[src/rtl/cmi_dec_pkg.sv]
package cmi_dec_pkg;
  typedef struct packed {
    logic valid;
    logic data;
    logic viol;
  } nrz_sym_t;
endpackage

[src/rtl/cmi_pair_phase.sv]
module cmi_pair_phase #(
  parameter int WIN_PAIRS   = 16,
  parameter int SLIP_THRESH = 2
) (
  input  logic clk,
  input  logic rst,
  input  logic nrz_mode,
  input  logic line_in,
  output logic pair_done,
  output logic first_half,
  output logic slip
);
  localparam int WIN_W = (WIN_PAIRS > 1) ? $clog2(WIN_PAIRS) : 1;
  localparam int HL_W  = $clog2(WIN_PAIRS + 1);

  logic             ph;
  logic             prev;
  logic [WIN_W-1:0] win_cnt;
  logic [HL_W-1:0]  hl_cnt;
  logic [HL_W:0]    hl_sum;
  logic             is_hl;
  logic             win_last;

  assign pair_done  = !nrz_mode && ph;
  assign first_half = prev;
  assign is_hl      = pair_done && prev && !line_in;
  assign win_last   = (win_cnt == WIN_W'(WIN_PAIRS - 1));
  assign hl_sum     = {1'b0, hl_cnt} + {{HL_W{1'b0}}, is_hl};
  assign slip       = pair_done && win_last && (hl_sum > (HL_W+1)'(SLIP_THRESH));

  always_ff @(posedge clk) begin
    if (rst) begin
      prev <= 1'b0;
    end else begin
      prev <= line_in;
    end
  end

  always_ff @(posedge clk) begin
    if (rst || nrz_mode) begin
      ph      <= 1'b0;
      win_cnt <= '0;
      hl_cnt  <= '0;
    end else if (ph) begin
      ph <= slip;
      if (win_last) begin
        win_cnt <= '0;
        hl_cnt  <= '0;
      end else begin
        win_cnt <= win_cnt + 1'b1;
        hl_cnt  <= hl_sum[HL_W-1:0];
      end
    end else begin
      ph <= 1'b1;
    end
  end

  AST_SLIP_HOLDS_PHASE: assert property (@(posedge clk) disable iff (rst)
    slip |=> (pair_done || nrz_mode));

  AST_NO_PAIR_IN_BYPASS: assert property (@(posedge clk) disable iff (rst)
    nrz_mode |-> !pair_done);
endmodule

[src/rtl/cmi_symbol_decode.sv]
module cmi_symbol_decode
  import cmi_dec_pkg::*;
(
  input  logic     clk,
  input  logic     rst,
  input  logic     nrz_mode,
  input  logic     line_in,
  input  logic     pair_done,
  input  logic     first_half,
  input  logic     slip,
  output nrz_sym_t sym
);
  logic     seeded;
  logic     lvl;
  nrz_sym_t sym_n;

  always_comb begin
    sym_n = '0;
    if (nrz_mode) begin
      sym_n = '{valid: 1'b1, data: line_in, viol: 1'b0};
    end else if (pair_done) begin
      unique case ({first_half, line_in})
        2'b10:   sym_n = '{valid: 1'b1, data: 1'b0, viol: 1'b1};
        2'b01:   sym_n = '{valid: 1'b1, data: 1'b0, viol: 1'b0};
        default: sym_n = '{valid: 1'b1, data: 1'b1, viol: seeded && (lvl == line_in)};
      endcase
    end
  end

  always_ff @(posedge clk) begin
    if (rst) begin
      sym    <= '0;
      seeded <= 1'b0;
      lvl    <= 1'b0;
    end else begin
      sym <= sym_n;
      if (nrz_mode) begin
        seeded <= 1'b0;
      end else if (pair_done) begin
        if (first_half == line_in) begin
          lvl <= line_in;
        end
        if (slip) begin
          seeded <= 1'b0;
        end else if (first_half == line_in) begin
          seeded <= 1'b1;
        end
      end
    end
  end

  AST_ILLEGAL_ZERO_FLAG: assert property (@(posedge clk) disable iff (rst)
    (pair_done && first_half && !line_in) |=> (sym.viol && !sym.data));

  AST_FIRST_ONE_CLEAN: assert property (@(posedge clk) disable iff (rst)
    (pair_done && !seeded && (first_half == line_in)) |=> !sym.viol);

  AST_BYPASS_FLAG_LOW: assert property (@(posedge clk) disable iff (rst)
    nrz_mode |=> (sym.valid && !sym.viol));
endmodule

[src/rtl/cmi_out_pipe.sv]
module cmi_out_pipe
  import cmi_dec_pkg::*;
#(
  parameter int DEPTH = 3
) (
  input  logic     clk,
  input  logic     rst,
  input  logic     los,
  input  nrz_sym_t sym_in,
  output nrz_sym_t sym_out
);
  nrz_sym_t stage [DEPTH];

  for (genvar i = 0; i < DEPTH; i++) begin : g_stage
    nrz_sym_t src;
    if (i == 0) begin : g_src_in
      assign src = sym_in;
    end else begin : g_src_prev
      assign src = stage[i-1];
    end

    if (i == DEPTH - 1) begin : g_masked
      always_ff @(posedge clk) begin
        if (rst) stage[i] <= '0;
        else     stage[i] <= '{valid: src.valid, data: src.data && !los, viol: src.viol};
      end
    end else begin : g_plain
      always_ff @(posedge clk) begin
        if (rst) stage[i] <= '0;
        else     stage[i] <= src;
      end
    end
  end

  assign sym_out = stage[DEPTH-1];

  AST_LOS_DATA_LOW: assert property (@(posedge clk) disable iff (rst)
    $past(los) |-> !sym_out.data);

  AST_FLAG_NEEDS_STROBE: assert property (@(posedge clk) disable iff (rst)
    sym_out.viol |-> sym_out.valid);
endmodule

[src/rtl/cmi_line_decoder.sv]
module cmi_line_decoder
  import cmi_dec_pkg::*;
#(
  parameter int WIN_PAIRS   = 16,
  parameter int SLIP_THRESH = 2,
  parameter int LATENCY     = 4
) (
  input  logic clk,
  input  logic rst,
  input  logic nrz_mode,
  input  logic los,
  input  logic line_in,
  output logic dec_valid,
  output logic dec_data,
  output logic dec_viol
);
  localparam int PIPE_DEPTH = (LATENCY > 1) ? LATENCY - 1 : 1;

  logic     pair_done;
  logic     first_half;
  logic     slip;
  nrz_sym_t sym_s1;
  nrz_sym_t sym_out;

  cmi_pair_phase #(
    .WIN_PAIRS  (WIN_PAIRS),
    .SLIP_THRESH(SLIP_THRESH)
  ) u_phase (
    .clk       (clk),
    .rst       (rst),
    .nrz_mode  (nrz_mode),
    .line_in   (line_in),
    .pair_done (pair_done),
    .first_half(first_half),
    .slip      (slip)
  );

  cmi_symbol_decode u_dec (
    .clk       (clk),
    .rst       (rst),
    .nrz_mode  (nrz_mode),
    .line_in   (line_in),
    .pair_done (pair_done),
    .first_half(first_half),
    .slip      (slip),
    .sym       (sym_s1)
  );

  cmi_out_pipe #(
    .DEPTH(PIPE_DEPTH)
  ) u_pipe (
    .clk    (clk),
    .rst    (rst),
    .los    (los),
    .sym_in (sym_s1),
    .sym_out(sym_out)
  );

  assign dec_valid = sym_out.valid;
  assign dec_data  = sym_out.data;
  assign dec_viol  = sym_out.viol;

  AST_RESET_CLEARS: assert property (@(posedge clk)
    $past(rst) |-> !(dec_valid || dec_data || dec_viol));
endmodule

[config.mk]
export PLATFORM = sky130hd
export DESIGN_NAME = cmi_line_decoder
export DESIGN_NICKNAME = d
export VERILOG_FILES = /design/src/rtl/cmi_dec_pkg.sv /design/src/rtl/cmi_pair_phase.sv /design/src/rtl/cmi_symbol_decode.sv /design/src/rtl/cmi_out_pipe.sv /design/src/rtl/cmi_line_decoder.sv
export SDC_FILE = /design/constraint.sdc
export NUM_CORES = 1
export LEC_CHECK = 0
export ABC_CLOCK_PERIOD_IN_PS = 2200
export CAP_MARGIN = 20
export CORE_MARGIN = 10
export CORE_UTILIZATION = 44
export DETAILED_ROUTE_END_ITERATION = 8
export DONT_BUFFER_PORTS = 1
export HOLD_SLACK_MARGIN = 0.08
export SLEW_MARGIN = 20
export SYNTH_ARGS = -nofsm -noshare
export SYNTH_HDL_FRONTEND = slang
export SYNTH_SLANG_ARGS = --single-unit
export TNS_END_PERCENT = 5
[constraint.sdc]
create_clock -name clk -period 2.2 [get_ports clk]
set_input_delay 0.33 -clock clk [delete_from_list [all_inputs] [get_ports clk]]
set_output_delay 0.33 -clock clk [all_outputs]
set_load 0.005 [all_outputs]
==> results of run 1 <==
worst max-delay path, delay by kind of cell, from the launching register on:
family | cells | cell delay [ps]
AND/OR/NAND/NOR | 2 | 300
flip-flops | 1 | 360
AO/OA/AOI/OAI | 3 | 590
adder cells (fa/ha/maj) | 2 | 470
flip-flops by register name, summed over array words and instances (netlist names):
name / count
u_dec.lvl: 1
u_dec.seeded: 1
u_dec.sym: 3
u_phase.first_half: 1
u_phase.hl_cnt: 5
u_phase.ph: 1
u_phase.win_cnt: 4
u_pipe.stage: 9
through the flow:
| stage | instances | setup slack, ps |
|---|---|---|
| floorplan | 105 | 420 |
| global placement | 131 | 342 |
| detailed placement | 131 | 319 |
| CTS | 137 | 378 |
| global route | 137 | 234 |
| finish | 137 | 382 |
layer usage:
metal,GRT usage (%),up-vias,routed length (um)
li1,-,366,-
met1,10.2,323,783
met2,11.5,17,774
met3,2.15,2,92
met4,3.59,0,14
met5,0,-,0
power by group:
part | switching [W] | internal [W] | total, W
Combinational | 0.0000199 | 0.0000162 | 0.0000362
Sequential | 0.00000357 | 0.000462 | 0.000465
Clock | 0.000138 | 0.0000693 | 0.000207
kinds of logic (layout without fill, tap and decap cells):
logic type | after synthesis | in the layout | share of synthesized area (%)
simple gates | 48 | 48 | 25.5
flops | 25 | 25 | 51.0
compound gates | 19 | 19 | 11.2
fa+ha+maj | 4 | 4 | 5.10
buf+inv | 4 | 8 | 2.42
mux | 3 | 3 | 3.06
xor+xnor | 2 | 2 | 1.78
placed cells by master (no fill, tap or decap), types with 3 or more instances in the layout:
master / count
a21oi_1: 8
clkbuf_4: 3
dfxtp_1: 25
ha_1: 4
mux2i_1: 3
nand2_1: 8
nand2b_1: 3
nand3_1: 6
nor2_1: 11
nor2b_1: 8
o21ai_0: 5
final timing paths:
kind	endpoint	slack (ps)	cells after the start
max	u_phase.ph$_SDFF_PP0_	380	7
min	u_dec.sym[2]$_SDFF_PP0_	120	2
max reg2reg	u_phase.ph$_SDFF_PP0_	380	7
min reg2reg	u_pipe.stage[0][0]$_SDFF_PP0_	450	1
repair_timing:
item / 4_1_cts / 5_1_grt
hold buffers: 2 / 0
endpoints found under the hold margin: 13 / 0
endpoints found under the setup margin: 0 / 0
layout make-up:
cell class	count	area (um^2)	share of cell area, %
Clock inverter	1	7.51	0.712
Tap cell	28	35.0	3.32
Inverter	1	3.75	0.356
Sequential cell	25	500	47.4
Clock buffer	3	22.5	2.14
Timing Repair Buffer	3	27.5	2.61
Multi-Input combinational cell	76	458	43.4
==> flow_metrics.py, run 1 <==
metrics = {
    "route": {
        "drt-initial-drc-count": 33,
        "route.detailed.drc": 0,
        "drtPass1Iterations": 4,
        "wl_um": 1670,
        "avgRoutedWirePerCell_um": 12.2,
        "vias": 708,
        "detail-route-antenna-nets": 0,
        "via_per_inst": 5.17,
    },
    "finish": {
        "num_antenna_cells": 0,
        "area_delta_synth_final_pct": 7.39,
        "fin_nets": 119,
        "layout-drive-gt1-share_pct": 4.59,
        "design_area_um2": 1050,
        "final_util_pct": 48.6,
        "n_fill_cell": 226,
    },
    "worst_setup_path": {
        "cpPeakStageDelay_ps": 360,
        "cp.required_ps": 2410,
        "crit_chain": "nand2b_1, nor3b_1, ha_1, ha_1, a211o_1, o21ai_0, a21oi_1",
        "crit_slowest_cell": "dfxtp_1",
        "start_kind": "flip-flop",
        "crit_type": "reg -> reg",
        "arrival_ps": 2030,
        "r2r_start": "u_phase.ph$_SDFF_PP0_",
        "cp_max_fo": 3,
        "critPathCaptureType": "flip-flop",
        "cp-startpoint": "u_phase.ph$_SDFF_PP0_",
        "cp_common_cell": "ha_1",
    },
    "placement": {
        "io_buffers": 0,
        "gp_congestion": 0.745,
        "place_area_um2": 1000,
        "dp_hpwl_um": 1120,
    },
    "clock_network": {
        "cts_resized": 0,
        "clockBufferDepth": 2,
        "clk_latency_ps": 310,
        "cts_root_buf": "clkbuf_4",
        "cts_setup_buffers": 0,
        "clkTransAtPathRegs_ps": 140,
        "cts_tree": "yes",
        "cts_inserted_buffers": 3,
        "cts_sinks": 25,
        "htree_num_levels": 1,
    },
    "global_routing": {
        "grt_max_degree": 17,
        "grt_pass1_wl_um": 2790,
        "grt_pass1_vias": 631,
        "antenna_found_initial": 0,
        "grtUsageTotal_pct": 7.76,
        "grt.overflow.total": 0,
    },
    "synth": {
        "synth_cell_types": 29,
        "yosysWarnings": 0,
        "yosysTopAreaCell": "dfxtp_1",
        "synth.most_common_cell": "dfxtp_1",
        "synth_edf_count": 0,
        "synthDominantCellAreaShare_pct": 51.0,
        "postSynthCellCount": 105,
        "synth_area_leaders": "dfxtp_1, ha_1, nor2b_1",
        "synth_common_cells": "dfxtp_1, nor2_1, a21oi_1, nand2_1, nor2b_1",
        "ys_seq_area_share_pct": 51.0,
        "ys_ff_latch": 25,
        "post_synth.cell_area_avg_um2": 9.35,
        "syn_nets": 114,
        "synth_ff_type": "dfxtp_1",
        "ys_async_sr_fraction_pct": 0,
        "synth.cell_area_um2": 982,
    },
    "floorplan": {
        "die-height_um": 67.2,
        "core_um2": 2170,
        "floorplan.initialDensity_pct": 45.3,
        "num_rows": 17,
        "dieArea_um2": 4520,
        "die_w_um": 67.2,
        "ios": 8,
    },
    "timing": {
        "tightest_slew_ps": 445,
        "slew_viol_final": 0,
        "fin_setup_tns_ps": 0,
        "skew_ps": 5.39,
        "timing.hold.ws_ps": 124,
        "max_freq_mhz": 550,
        "relSlewSlack_pct": 70.3,
        "finalHoldViolations": 0,
        "finalSetupViolCount": 0,
        "rsz0062_at_grt": "false",
        "fin_crit_ps": 1820,
        "post-route-period-util_pct": 82.7,
    },
    "power": {
        "power_density_nw_per_um2": 672,
        "irDropWorstVdd_mv": 0.402,
        "p_total_w": 0.000709,
        "cellLeakagePower_nw": 0.404,
    },
    "worst_hold_path": {
        "hp-class": "in -> reg",
        "worstHoldStart": "nrz_mode",
    },
    "outcome": {
        "outcome": "finished, final reports clean",
    },
    "job": {
        "timing.max_cap.violations": 0,
    },
}
Note: power is estimated with default switching activity, not from simulation.
==> run 2, diff against run 1 <==
- ABC_CLOCK_PERIOD_IN_PS: 2200 -> 1550
- clock period: 2.2 -> 1.55 ns (I/O delays scaled with it)
==> flow_metrics.py, run 2 (same netlist as run 1, synthesis figures left out) <==
metrics = {
    "worst_setup_path": {
        "cp-startpoint": "u_phase.ph$_SDFF_PP0_",
        "ff2ff_path_depth": 7,
        "start_kind": "flip-flop",
        "crit_slowest_cell": "dfxtp_2",
        "arrival_ps": 1800,
        "crit_path_end": "u_phase.ph$_SDFF_PP0_",
        "crit_chain": "nand2b_4, nor3b_2, ha_2, ha_4, a211o_1, o21ai_2, a21oi_1",
        "critPathCaptureType": "flip-flop",
        "cpPeakStageDelay_ps": 380,
        "r2r-end": "u_phase.ph$_SDFF_PP0_",
        "cp.required_ps": 1760,
        "r2r_start": "u_phase.ph$_SDFF_PP0_",
        "cp_max_fo": 2,
        "rrSetupSlack_ps": -40,
        "crit_type": "reg -> reg",
    },
    "finish": {
        "layout-drive-gt1-share_pct": 13.8,
        "top_register": "u_pipe.stage",
        "num_antenna_cells": 0,
        "largest_reg_flops": 9,
        "area_delta_synth_final_pct": 17.1,
        "final_util_pct": 53.0,
        "final_cells": 144,
        "fin_nets": 126,
        "seqCellArea_um2": 502,
        "final_common_cell": "dfxtp_1",
        "n_fill_cell": 207,
        "multi_input_comb_area_um2": 494,
        "top_regs": "u_pipe.stage: 9 flops, u_phase.hl_cnt: 5 flops, u_phase.win_cnt: 4 flops",
        "layout_common_cells": "dfxtp_1, nor2_1, a21oi_1, nor2b_1, nand2_1",
    },
    "global_routing": {
        "grt_pass1_wl_um": 2820,
        "grtUsageTotal_pct": 7.89,
        "antenna_found_initial": 0,
        "grt_pass1_vias": 650,
        "grt_max_degree": 17,
        "grt.overflow.total": 0,
    },
    "timing": {
        "max_freq_mhz": 629,
        "post-route-period-util_pct": 103,
        "slew_viol_final": 0,
        "finalSetupViolCount": 3,
        "tightest_slew_ps": 445,
        "rsz0062_at_grt": "true",
        "fin_crit_ps": 1590,
        "setup_ws_ps": -39.1,
        "fin_setup_tns_ps": -66.2,
        "finalHoldViolations": 0,
        "relSlewSlack_pct": 70.2,
        "skew_ps": 7.86,
    },
    "route": {
        "vias": 714,
        "wl_um": 1630,
        "via_per_inst": 4.96,
        "drt-initial-drc-count": 16,
        "detail-route-antenna-nets": 0,
        "drtPass1Iterations": 4,
        "avgRoutedWirePerCell_um": 11.3,
        "route.detailed.drc": 0,
    },
    "power": {
        "p_comb_share_pct": 6.4,
        "irDropWorstVdd_mv": 0.702,
        "seq_power_share_pct": 66.0,
        "clockPowerShare_pct": 27.6,
        "p_int_w": 0.000784,
        "sw_frac_of_total_pct": 21.7,
        "cellLeakagePower_nw": 0.440,
        "p_total_w": 0.00100,
        "power_density_nw_per_um2": 871,
        "switching_power_w": 0.000217,
    },
    "placement": {
        "io_buffers": 0,
        "gp_congestion": 0.827,
        "dp_slack_ps": -59.9,
        "post-place-cells": 135,
        "dp_hpwl_um": 1140,
    },
    "clock_network": {
        "cts_root_buf": "clkbuf_4",
        "cts_sinks": 25,
        "clkTransAtPathRegs_ps": 130,
        "cts_setup_buffers": 0,
        "cts_inserted_buffers": 3,
        "clk_latency_ps": 310,
        "cts_tree": "yes",
        "clockBufferDepth": 2,
        "htree_num_levels": 1,
    },
    "floorplan": {
        "die-height_um": 67.2,
        "die_w_um": 67.2,
        "ios": 8,
        "floorplan.initialDensity_pct": 45.3,
        "core_um2": 2170,
        "num_rows": 17,
        "dieArea_um2": 4520,
    },
    "outcome": {
        "violations": "setup timing",
        "outcome": "finished with violations",
    },
    "job": {
        "timing.max_cap.violations": 0,
    },
    "worst_hold_path": {
        "hp-class": "in -> reg",
    },
}
## run 2: through the flow
stage,hold WS [ps],cell area [um^2]
after floorplan,304,1000
after global placement,302,1060
after detailed placement,307,1060
after CTS,90.8,1130
after global routing,105,1150
final,124,1150
## run 2: cell type report
type | count | share of cell area, %
clock buffer | 3 | 1.96
clock inverter | 1 | 0.435
inverter | 1 | 0.326
multi-input combinational | 76 | 43.0
sequential | 25 | 43.6
tap | 28 | 3.05
timing repair buffer | 10 | 7.62
## run 2: worst max-delay path: cells and delay by family, from the launching register on
kind / cells / cell delay (ps)
simple gates: 2 / 220
compound gates: 3 / 460
flops: 1 / 380
fa+ha+maj: 2 / 420
## run 2: repair_timing
| action | CTS | global route |
|---|---|---|
| hold buffers | 4 | 1 |
| setup endpoints to repair | 3 | 4 |
| pin swaps | 1 | 1 |
| resized for setup | 1 | 3 |
| endpoints found under the hold margin | 13 | 1 |
## run 2: how the worst min path moves through the flow
stage                     start  depth (start not counted)                             end  slack [ps]
after floorplan             rst                          1   u_pipe.stage[0][0]$_SDFF_PP0_         300
after global placement      rst                          1   u_phase.first_half$_SDFF_PP0_         300
after detailed placement    rst                          1   u_pipe.stage[2][2]$_SDFF_PP0_         310
after CTS                   rst                          1   u_pipe.stage[1][0]$_SDFF_PP0_          90
after global routing        rst                          2  u_phase.hl_cnt[4]$_SDFFE_PP0P_         110
final                       rst                          2  u_phase.hl_cnt[4]$_SDFFE_PP0P_         120
## run 2: per-layer routing
metal  track usage, %  vias up  part of all wire [%]
li1                 -      382                     -
met1             9.97      325                    51
met2             12.0        5                    44
met3             3.80        2                   4.2
met4             1.54        0                  0.55
met5                0        -                     0
## run 2: power groups by stage
stage / Clock (W) / Combinational, W / Sequential (W)
floorplan: 0 / 0.0000404 / 0.000675
global placement: 0 / 0.0000473 / 0.000674
detailed placement: 0 / 0.0000476 / 0.000675
CTS: 0.000295 / 0.0000610 / 0.000660
global route: 0.000329 / 0.0000721 / 0.000663
finish: 0.000276 / 0.0000641 / 0.000661
==> run 3, diff against run 2 <==
- PLACE_DENSITY_LB_ADDON: not set -> 0.15
==> flow_metrics.py, run 3 (same netlist as run 1, synthesis figures left out) <==
metrics = {
    "outcome": {
        "outcome": "finished with violations",
        "violations": "setup timing",
    },
    "clock_network": {
        "cts_tree": "yes",
        "htree_num_levels": 1,
        "cts_inserted_buffers": 3,
        "cts_sinks": 25,
        "cts_setup_buffers": 0,
        "clkTransAtPathRegs_ps": 140,
        "clk_latency_ps": 320,
        "clockBufferDepth": 2,
        "cts_root_buf": "clkbuf_4",
    },
    "timing": {
        "rsz0062_at_grt": "true",
        "relSlewSlack_pct": 69.8,
        "finalHoldViolations": 0,
        "post-route-period-util_pct": 103,
        "tightest_slew_ps": 451,
        "skew_ps": 18.9,
        "setup_ws_ps": -53.4,
        "fin_crit_ps": 1600,
        "finalSetupViolCount": 3,
        "max_freq_mhz": 624,
        "slew_viol_final": 0,
    },
    "finish": {
        "n_fill_cell": 205,
        "layout_common_cells": "dfxtp_1, nor2_1, a21oi_1, nor2b_1, nand2_1",
        "top_register": "u_pipe.stage",
        "top_regs": "u_pipe.stage: 9 flops, u_phase.hl_cnt: 5 flops, u_phase.win_cnt: 4 flops",
        "layout-drive-gt1-share_pct": 13.7,
        "final_cells": 145,
        "num_antenna_cells": 0,
        "final_common_cell": "dfxtp_1",
        "fin_nets": 127,
        "largest_reg_flops": 9,
        "area_delta_synth_final_pct": 18.1,
    },
    "global_routing": {
        "grt_pass1_vias": 690,
        "grt_max_degree": 17,
        "grtUsageTotal_pct": 8.46,
        "grt_pass1_wl_um": 2970,
        "grt.overflow.total": 0,
        "antenna_found_initial": 0,
    },
    "power": {
        "power_density_nw_per_um2": 869,
        "irDropWorstVdd_mv": 0.589,
        "cellLeakagePower_nw": 0.446,
        "p_total_w": 0.00101,
    },
    "floorplan": {
        "die_w_um": 67.2,
        "ios": 8,
        "floorplan.initialDensity_pct": 45.3,
        "dieArea_um2": 4520,
        "core_um2": 2170,
        "die-height_um": 67.2,
        "num_rows": 17,
    },
    "route": {
        "wl_um": 1720,
        "drt-initial-drc-count": 23,
        "via_per_inst": 5.02,
        "drtPass1Iterations": 4,
        "avgRoutedWirePerCell_um": 11.9,
        "detail-route-antenna-nets": 0,
        "vias": 728,
        "route.detailed.drc": 0,
    },
    "worst_setup_path": {
        "crit_slowest_cell": "dfxtp_2",
        "arrival_ps": 1830,
        "cp_max_fo": 2,
        "start_kind": "flip-flop",
        "crit_type": "reg -> reg",
        "cpPeakStageDelay_ps": 380,
        "cp.required_ps": 1770,
        "critPathCaptureType": "flip-flop",
        "crit_chain": "nand2b_4, nor3b_2, ha_2, ha_4, a211o_1, o21ai_2, a21oi_1",
    },
    "job": {
        "timing.max_cap.violations": 0,
    },
    "placement": {
        "dp_hpwl_um": 1210,
        "post-place-cells": 135,
        "dp_slack_ps": -72.4,
        "gp_congestion": 0.871,
        "io_buffers": 0,
    },
    "worst_hold_path": {
        "hp-class": "in -> reg",
    },
}
## run 3: layer usage
metal  vias up  global-route usage (%)  part of all wire, %
li1        385                       -                    -
met1       329                    10.2                   49
met2        10                    12.7                   44
met3         4                    3.80                  5.4
met4         0                    3.85                  1.1
met5         -                       0                    0
## run 3: layout make-up
cell class / count / area [um^2] / share of cell area [%]
clock buffer: 3 / 22.5 / 1.94
clock inverter: 1 / 5.00 / 0.432
inverter: 1 / 3.75 / 0.324
multi-input combinational: 76 / 494 / 42.6
sequential: 25 / 502 / 43.3
tap: 28 / 35.0 / 3.02
timing repair buffer: 11 / 97.6 / 8.41
## run 3: per-stage QoR
| step | area [um^2] | hold slack [ps] | TNS, ps | utilization [%] |
|---|---|---|---|---|
| final | 1160 | 129 | -98.4 | 53.5 |
| after global routing | 1160 | 96.5 | -353 | 53.5 |
| after CTS | 1140 | 97.2 | -104 | 52.4 |
| after detailed placement | 1060 | 303 | -113 | 48.7 |
| after global placement | 1060 | 302 | -21.1 | 48.7 |
| after floorplan | 1000 | 304 | -84.0 | - |
## run 3: where the power goes
part,total (W),internal (W),leakage [nW],switching (W)
sequential,0.000661,0.000655,0.203,0.00000553
combinational,0.0000659,0.0000341,0.225,0.0000318
clock,0.000281,0.0000965,0.0177,0.000184
total,0.00101,0.000786,0.446,0.000222
## run 3: worst max-delay path: cells and delay by family (launching register included)
family / cells / cell delay [ps]
DFF: 1 / 380
AOI/OAI and AO/OA: 3 / 490
and+or+nand+nor: 2 / 210
adders and majority gates: 2 / 420
## run 3: repair_timing
action	in CTS	in global routing
endpoints found under the setup margin	3	4
hold buffers	5	1
gates resized for setup	1	3
hold endpoints to repair	13	1
pin swaps	1	2
## run 3: path summary, 6_finish.rpt
path                                 startpoint  slack, ps  cells past startpoint                              to
setup / recovery          u_phase.ph$_SDFF_PP0_        -50                      7           u_phase.ph$_SDFF_PP0_
hold / removal                              rst        130                      2  u_phase.hl_cnt[4]$_SDFFE_PP0P_
setup reg to reg          u_phase.ph$_SDFF_PP0_        -50                      7           u_phase.ph$_SDFF_PP0_
hold reg to reg   u_pipe.stage[0][0]$_SDFF_PP0_        450                      1   u_pipe.stage[1][0]$_SDFF_PP0_
